--- src/rtl/pss_pkg.sv ---
package pss_pkg;

    typedef enum logic [2:0] {
        ST_PWM_OFF   = 3'd0,
        ST_PWM_HS    = 3'd1,
        ST_PWM_LS    = 3'd2,
        ST_SKIP_IDLE = 3'd3,
        ST_SKIP_ARM  = 3'd4,
        ST_SKIP_HS   = 3'd5,
        ST_SKIP_LS   = 3'd6,
        ST_DISCHARGE = 3'd7
    } pss_state_e;

    localparam int FLAG_ZC  = 0;
    localparam int FLAG_NEG = 1;
    localparam int NFLAGS   = 2;

endpackage

--- src/rtl/pss_cycle_latch.sv ---
module pss_cycle_latch #(
    parameter int N = 2
) (
    input  logic         clk,
    input  logic         rst_n,
    input  logic         clr,
    input  logic [N-1:0] flag,
    output logic [N-1:0] seen
);
    logic [N-1:0] held;

    for (genvar g = 0; g < N; g++) begin : g_bit
        assign seen[g] = held[g] | flag[g];
        always_ff @(posedge clk) begin
            if (!rst_n || clr) begin
                held[g] <= 1'b0;
            end else begin
                held[g] <= seen[g];
            end
        end
    end
endmodule

--- src/rtl/pss_run_count.sv ---
module pss_run_count #(
    parameter int RUN = 8
) (
    input  logic clk,
    input  logic rst_n,
    input  logic clr,
    input  logic step,
    input  logic qual,
    output logic hit
);
    localparam int CW = (RUN < 2) ? 1 : $clog2(RUN);
    localparam logic [CW-1:0] LAST = CW'(RUN - 1);

    logic [CW-1:0] cnt;

    assign hit = step && qual && (cnt == LAST);

    always_ff @(posedge clk) begin
        if (!rst_n || clr) begin
            cnt <= '0;
        end else if (step) begin
            if (qual && !hit) begin
                cnt <= cnt + 1'b1;
            end else begin
                cnt <= '0;
            end
        end
    end
endmodule

--- src/rtl/pss_dwell_timer.sv ---
module pss_dwell_timer #(
    parameter int CYC = 2000
) (
    input  logic clk,
    input  logic rst_n,
    input  logic load,
    output logic busy
);
    localparam int DW = $clog2(CYC + 1);
    localparam logic [DW-1:0] START = DW'(CYC);

    logic [DW-1:0] cnt;

    assign busy = (cnt != '0);

    always_ff @(posedge clk) begin
        if (!rst_n) begin
            cnt <= '0;
        end else if (load) begin
            cnt <= START;
        end else if (busy) begin
            cnt <= cnt - 1'b1;
        end
    end
endmodule

--- src/rtl/pss_skip_ctrl.sv ---
module pss_skip_ctrl
    import pss_pkg::*;
#(
    parameter int ZC_RUN    = 8,
    parameter int NEG_RUN   = 4,
    parameter int DWELL_CYC = 2000
) (
    input  logic clk,
    input  logic rst_n,
    input  logic cyc_tick,
    input  logic force_pwm,
    input  logic zc_det,
    input  logic ov_hi,
    input  logic below_nom,
    input  logic below_lo,
    input  logic pk_trip,
    input  logic skip_pk,
    input  logic neg_trip,
    output logic hs_en,
    output logic ls_en,
    output logic dis_en,
    output logic clk_en,
    output logic skip_mode
);
    pss_state_e state, nxt;

    logic             in_pwm;
    logic             in_skip;
    logic [NFLAGS-1:0] seen;
    logic             zc_hit;
    logic             neg_hit;
    logic             dwell_busy;
    logic             dwell_load;
    logic             leave_skip;
    logic             step_pwm;

    assign in_pwm   = (state == ST_PWM_HS) || (state == ST_PWM_LS);
    assign in_skip  = (state == ST_SKIP_IDLE) || (state == ST_SKIP_ARM) ||
                      (state == ST_SKIP_HS)   || (state == ST_SKIP_LS);
    assign step_pwm = cyc_tick && in_pwm;

    pss_cycle_latch #(.N(NFLAGS)) u_latch (
        .clk   (clk),
        .rst_n (rst_n),
        .clr   (cyc_tick || !in_pwm),
        .flag  ({neg_trip, zc_det}),
        .seen  (seen)
    );

    pss_run_count #(.RUN(ZC_RUN)) u_zc_run (
        .clk   (clk),
        .rst_n (rst_n),
        .clr   (!in_pwm),
        .step  (step_pwm),
        .qual  (seen[FLAG_ZC] && !force_pwm),
        .hit   (zc_hit)
    );

    pss_run_count #(.RUN(NEG_RUN)) u_neg_run (
        .clk   (clk),
        .rst_n (rst_n),
        .clr   (!in_pwm),
        .step  (step_pwm),
        .qual  (seen[FLAG_NEG]),
        .hit   (neg_hit)
    );

    assign dwell_load = (state == ST_DISCHARGE) && !ov_hi;

    pss_dwell_timer #(.CYC(DWELL_CYC)) u_dwell (
        .clk   (clk),
        .rst_n (rst_n),
        .load  (dwell_load),
        .busy  (dwell_busy)
    );

    assign leave_skip = !dwell_busy && (force_pwm || below_lo);

    // next-state logic
    always_comb begin
        nxt = state;
        unique case (state)
            ST_PWM_OFF: begin
                if (cyc_tick) nxt = ST_PWM_HS;
            end
            ST_PWM_HS, ST_PWM_LS: begin
                if (cyc_tick) begin
                    if (neg_hit)     nxt = ST_DISCHARGE;
                    else if (zc_hit) nxt = ST_SKIP_IDLE;
                    else             nxt = ST_PWM_HS;
                end else if (state == ST_PWM_HS && pk_trip) begin
                    nxt = ST_PWM_LS;
                end
            end
            ST_SKIP_IDLE: begin
                if (leave_skip)     nxt = ST_PWM_LS;
                else if (below_nom) nxt = ST_SKIP_ARM;
            end
            ST_SKIP_ARM: begin
                if (leave_skip)    nxt = ST_PWM_LS;
                else if (cyc_tick) nxt = ST_SKIP_HS;
            end
            ST_SKIP_HS: begin
                if (leave_skip)             nxt = ST_PWM_LS;
                else if (ov_hi || skip_pk)  nxt = ST_SKIP_LS;
            end
            ST_SKIP_LS: begin
                if (leave_skip)  nxt = ST_PWM_LS;
                else if (zc_det) nxt = ST_SKIP_IDLE;
            end
            ST_DISCHARGE: begin
                if (!ov_hi) nxt = ST_SKIP_IDLE;
            end
            default: nxt = ST_PWM_OFF;
        endcase
    end

    // state register
    always_ff @(posedge clk) begin
        if (!rst_n) begin
            state <= ST_PWM_OFF;
        end else begin
            state <= nxt;
        end
    end

    // outputs
    always_comb begin
        hs_en     = 1'b0;
        ls_en     = 1'b0;
        dis_en    = 1'b0;
        clk_en    = 1'b1;
        skip_mode = in_skip;
        unique case (state)
            ST_PWM_OFF:   ;
            ST_PWM_HS:    hs_en  = 1'b1;
            ST_PWM_LS:    ls_en  = 1'b1;
            ST_SKIP_IDLE: clk_en = 1'b0;
            ST_SKIP_ARM:  ;
            ST_SKIP_HS:   hs_en  = 1'b1;
            ST_SKIP_LS:   ls_en  = 1'b1;
            ST_DISCHARGE: dis_en = 1'b1;
            default:      ;
        endcase
    end
endmodule

--- config.mk ---
export PLATFORM = sky130hd
export DESIGN_NAME = pss_skip_ctrl
export DESIGN_NICKNAME = d
export VERILOG_FILES = /design/src/rtl/pss_pkg.sv /design/src/rtl/pss_cycle_latch.sv /design/src/rtl/pss_run_count.sv /design/src/rtl/pss_dwell_timer.sv /design/src/rtl/pss_skip_ctrl.sv
export SDC_FILE = /design/constraint.sdc
export NUM_CORES = 1
export LEC_CHECK = 0
export ABC_AREA = 0
export BUFFER_PORTS_ARGS = -buffer_cell sky130_fd_sc_hd__buf_4
export CORE_ASPECT_RATIO = 1.4
export CORE_MARGIN = 3
export CORE_UTILIZATION = 29
export CTS_CLUSTER_SIZE = 24
export DETAILED_ROUTE_END_ITERATION = 10
export SYNTH_ARGS = -nofsm -noshare
export SYNTH_HDL_FRONTEND = slang
export SYNTH_SLANG_ARGS = --single-unit
--- constraint.sdc ---
create_clock -name clk -period 1.65 [get_ports clk]
set_input_delay 0.0825 -clock clk [delete_from_list [all_inputs] [get_ports clk]]
set_output_delay 0.0825 -clock clk [all_outputs]
set_load 0.05 [all_outputs]
Word-level counts from Yosys, hierarchy flattened. Index checks and enable logic that the tools add are counted. Widths: inputs -> output; s select.

Bits in latches: 0. Bits in writable memories: 0. Word-level logic and storage cells: 87. Flip-flop bits (word level): 21. Bits in read-only memories: 0. Output and inout bits: 5. Memories: 0. Input port bits: 11.

$add $sub $neg: 3. Order comparisons: 0. Shifts and indexed selects: 0. Reductions and logical operators: 35. Multipliers: 0. Eq/ne operators: 16. Multiplexer cells: 23. Divide/modulo/power cells: 0. Bitwise operators: 3.

Operators with widths (count): $mux 3 (14); $mux 11 (2); $pmux 3 s7 (1); $eq 3x3->1 const B (5); $ne 3x3->1 const B (4); $logic_and 1x1->1 (11); $reduce_bool 11->1 (1); $sub 11x1->11 const B (1); $logic_or 1x1->1 (9); $reduce_or 2->1 (4); $logic_not 1->1 (7); $reduce_and 7->1 (1); $eq 3x2->1 const B (2); $mux 1 (4); $mux 2 (2); $ne 2x2->1 const B (2); $add 3x1->3 const B (1); $eq 3x1->1 const B (1); $logic_not 3->1 (1); $ne 3x2->1 const B (1); $add 2x1->2 const B (1); $eq 2x2->1 const B (1); $or 1x1->1 (2); $reduce_bool 2->1 (1); $not 1->1 (1).

Longest topological paths before layout.
Word-level depth: 9. Mapped depth: 7. Mapped depth without buffers: 7.

Modules after synthesis. A second synthesis with hierarchy kept.

Cells, all modules: 154. Area, all modules: 1347.5 um^2.

By module, submodules not included: pss_dwell_timer (area each 563.0 um^2, cells each 64, sequential area each 220.2 um^2, instances 1); pss_skip_ctrl (area each 420.4 um^2, cells each 56, sequential area each 60.1 um^2, instances 1); pss_run_count at u_zc_run (area each 160.2 um^2, cells each 16, sequential area each 60.1 um^2, instances 1); pss_run_count at u_neg_run (area each 107.6 um^2, cells each 11, sequential area each 40.0 um^2, instances 1); pss_cycle_latch (area each 96.3 um^2, cells each 7, sequential area each 40.0 um^2, instances 1).

Worst setup path after synthesis. Ideal clock, no wire load.

Path type: reg-to-reg. Start: register state[1]. End: register state[2]. Cell stages (with the launch flop): 7. Period minus slack after synthesis: 1.950 ns. Data arrival time: 1.859 ns. Path buffers: 1. Slack: -0.300 ns. Required time: 1.559 ns. Library setup time: 0.091 ns. Cells stage by stage: dfxtp_1 buf_6 nor2b_1 a21o_1 a32oi_1 o21a_2 a311oi_1.

Longest elaborated chain between the ends: 8. Elaborated cells between the ends (all ways): 25. Those cells by class: eq/ne: 14; mux: 3; reduce/logical: 8.

Ends and longest elaborated chain: start, declared (RTL line pss_skip_ctrl.sv:25) `pss_state_e state, nxt;`; start signal, assigned (RTL line pss_skip_ctrl.sv:123) `state <= nxt;`; $eq 3x1->1 or $eq 3x2->1 (tied branches) (RTL line pss_skip_ctrl.sv:37, pss_skip_ctrl.sv:82, pss_skip_ctrl.sv:91); $logic_or 1x1->1 (RTL line pss_skip_ctrl.sv:37) `assign in_pwm = (state == ST_PWM_HS) || (state == ST_PWM_LS);`; $logic_and 1x1->1 (RTL line pss_skip_ctrl.sv:40) `assign step_pwm = cyc_tick && in_pwm;`; $logic_and 1x1->1 (2 in a row) (RTL line pss_run_count.sv:16) `assign hit = step && qual && (cnt == LAST);`; $mux 3 (RTL line pss_skip_ctrl.sv:88) `if (neg_hit) nxt = ST_DISCHARGE;`; $mux 3 (RTL line pss_skip_ctrl.sv:87) `if (cyc_tick) begin`; $pmux 3 s7 (RTL line pss_skip_ctrl.sv:82) `unique case (state)`.

Several ways; a longest one is shown, not always the timed one. A chain may end at the register's enable or synchronous reset.

Worst setup path in the final report.
Start: register u_dwell.cnt[8]. End: register state[1].

Longest elaborated chain between the ends: 5. Elaborated cells between the ends (all ways): 13. Those cells by class: eq/ne: 4; mux: 5; reduce/logical: 4.

Ends and longest elaborated chain: start, declared (RTL line pss_dwell_timer.sv:12) `logic [DW-1:0] cnt;`; start signal, assigned (RTL line pss_dwell_timer.sv:22) `cnt <= cnt - 1'b1;`; $reduce_bool 11->1 (*) (RTL line pss_dwell_timer.sv:14) `assign busy = (cnt != '0);`; $logic_not 1->1 (*) (RTL line pss_skip_ctrl.sv:77) `assign leave_skip = !dwell_busy && (force_pwm || below_lo);`; $logic_and 1x1->1 (*) (RTL line pss_skip_ctrl.sv:77); $ne 3x2->1 (no source line), or another cell as far along; $reduce_and 7->1 (no source line) or $pmux 3 s7 (tied branches).

Mark *: on every way between the ends. The rest lies on a longest branch, timed or not.

==> results.md <==
* Synthesis-stage register bit count at 21
* Nets@finish at 190
* Cts bufs inserted at 3
* Routed WL at 2.87 mm
* Largest delay contributor family on the critical path: compound AO/OA/AOI/OAI gates
* Post-DP HPWL at 2.22 mm
* Cell Area, Placed at 0.00145 mm²
* CP Buf/Inv Count at 2
* Vias in the first global route at 1089
* Root Driver: clkbuf_8
* First-pass GRT wire length at 4.73 mm
* Critical Path AT at 1.82 ns
* Worst setup path class: flip-flop to flip-flop
* Clock sink count at 21
* Final Cycle Share at 98.8%
* H-tree depth at 1
* Clk_lat worst skew at 0.26 ns
* Largest net degree at the start of global routing at 12
* Fin area at 0.00157 mm²
* Final setup viols at 0
* DRC Markers at 0
* Yosys warnings at 0
* Status: completed
* Worst Tran Pin Value at 0.443 ns
* Ys async rst share at 0%
* CP max stage cell: dfxtp_2
* Largest area contributor in the netlist: dfxtp_1
* Die Y at 82.3 µm
* Antenna viol nets, final at 0
* Slew HR at 70.2%
* Die X at 60.5 µm
* TritonRoute pass-1 iters at 4
* Vias/cell at 5.29
* Final estimated routing congestion in global placement at 0.815
* CTS hold repair buffers at 0
* Worst Hold Class: primary input to flip-flop
* Maximum VDD drop at 0.892 mV
* Row Count at 27
* Post-DR wirelength/cell at 13.3 µm
* P&R area growth vs syn at 29.9%
* Final hold violation count at 0
* Share of the synthesized area in the top cell type at 34.9%
* Max FO, Critical Path at 5
* Die Area at 0.00498 mm²
* Main synth FF type: dfxtp_1
* Worst Skew at 0.00742 ns
* Layout cell share with drive strength beyond 1 at 32.4%
* Buffers on Ports at 15
* Max cap viols at 0
* Syn_nets at 158
* F_max at 613 MHz
* Largest cells by area after synthesis: dfxtp_1, nor2_1, ha_1, xor2_1, nor4_4
* Via count at 1143
* Minimum clock period after layout at 1.63 ns
* Count of cell types in the netlist at 45
* Worst EP required at 1.84 ns
* Post-layout util at 39.3%
* Sequential area share after synthesis at 34.9%
* Initial Utilization at 30.3%
* CP Capture Type: flip-flop
* Remaining global-route overflow at 0
* Core Region at 0.00399 mm²
* Final worst setup slack at 0.0193 ns
* CTS max path bufs at 2
* Critical Path Start Type: flip-flop
* Post-Synthesis Cells at 142
* Hold WS at 0.0248 ns
* Syn Area/Cell at 8.49 µm²
* Initial DRC Count at 73
* RSZ-0062 raised after global routing: yes
* Initial antenna violation count at 0
* Largest stage delay, worst path at 0.34 ns
* Post-Syn Area at 0.00121 mm²
* Ports at 16
* Power Dens Cells at 1800 mW/mm²
* Crit path top cell by count: buf_4
* Total GRT Usage at 12.4%
* Final Slew Violations at 0
* Crit-path cells: nor4_4, buf_4, o2111ai_4, buf_4, a32oi_1, o211ai_1, mux2i_1
* Leak at 0.655 nW
* Setup slack after placement at -0.0929 ns
* Reg clk slew, reported paths at 0.08 ns
* CTS tree: done
* ANT cells at 0
* Post-synth EDFFs at 0
* Final Power at 0.00282 W
==> state kept, by name, indices dropped and copies added (netlist names) <==
register       count
u_zc_run.cnt       3
state              3
u_neg_run.cnt      2
u_dwell.cnt       11
u_latch.held       2
==> Yosys cell counts, types with 3 or more instances <==
cell type  count
nand3_1        3
inv_1          8
a21oi_1        8
a31oi_1        5
nor2_1        22
nand2_1       11
ha_1           5
mux2i_1        3
o21ai_0        4
nor3_1         3
dfxtp_1       21
xor2_1         7
==> metal layers <==
metal	up-vias	routed length [µm]	GRT usage (%)
li1	573	-	-
met1	526	1160	13.7
met2	38	1530	23.1
met4	0	51	4.99
met3	6	122	2.02
met5	-	0	0
==> final timing paths <==
| check | from | to | slack [ns] | cells past startpoint |
|---|---|---|---|---|
| hold / removal | cyc_tick | u_latch.held[0]$_SDFF_PP0_ | 0.02 | 2 |
| setup reg to reg | u_dwell.cnt[8]$_SDFFE_PN0P_ | state[1]$_SDFFE_PN0P_ | 0.02 | 7 |
| setup / recovery | u_dwell.cnt[8]$_SDFFE_PN0P_ | state[1]$_SDFFE_PN0P_ | 0.02 | 7 |
| hold reg to reg | u_neg_run.cnt[1]$_SDFFE_PP0P_ | u_neg_run.cnt[1]$_SDFFE_PP0P_ | 0.47 | 2 |
==> layout by cell type, fill, tap and decap left out, drive strengths merged, types with 3 or more instances in the layout <==
cell type,netlist,final
a21oi,8,8
nor4,4,4
a31oi,5,5
clkbuf,2,4
dfxtp,21,21
ha,5,5
mux2i,3,3
nand3,5,5
nand2,11,11
nor2,22,22
buf,2,31
xor2,7,7
inv,8,8
nor3,4,4
o21ai,4,4
==> worst reg2reg max path, delay by kind of cell, from the launching register on <==
kind	cells	cell delay [ns]
multiplexers	1	0.14
AO/OA/AOI/OAI	3	0.42
AND/OR/NAND/NOR	1	0.31
buffers and inverters	2	0.35
flip-flops	1	0.34
==> per-stage QoR <==
stage                     std cells  TNS [ns]
final                           216         0
after global routing            216    -0.117
after CTS                       212  -0.00141
after detailed placement        207    -0.195
after global placement          207         0
after floorplan                 142         0
==> what timing repair did <==
item                                    CTS  global route
endpoints found under the setup margin    5            12
cloned                                    0             0
pin swaps                                 3             5
resized for setup                         3            12
setup buffers                             1             4
==> cell families after synthesis <==
family                   count (synthesis)  synth area share (%)
flip-flops                              21                  34.9
buffers and inverters                   13                  4.77
multiplexers                             3                  2.49
adder cells (fa/ha/maj)                  6                  6.02
XOR/XNOR                                 8                  5.81
AND/OR/NAND/NOR                         60                  28.4
AO/OA/AOI/OAI                           31                  17.6
==> final cells by class <==
type	instances	area, µm²
Fill cell	419	2420
Multi-Input combinational cell	108	762
Sequential cell	21	435
Timing Repair Buffer	31	236
Tap cell	43	53.8
Clock buffer	4	45.0
Inverter	9	33.8
==> report_power, final <==
part	internal [W]	leakage (nW)	total, W	switching, W
registers	0.000671	0.176	0.000861	0.000191
logic	0.000797	0.457	0.00162	0.000827
clock network	0.000172	0.0228	0.000331	0.000159
Note: power is estimated with default switching activity, not from simulation.
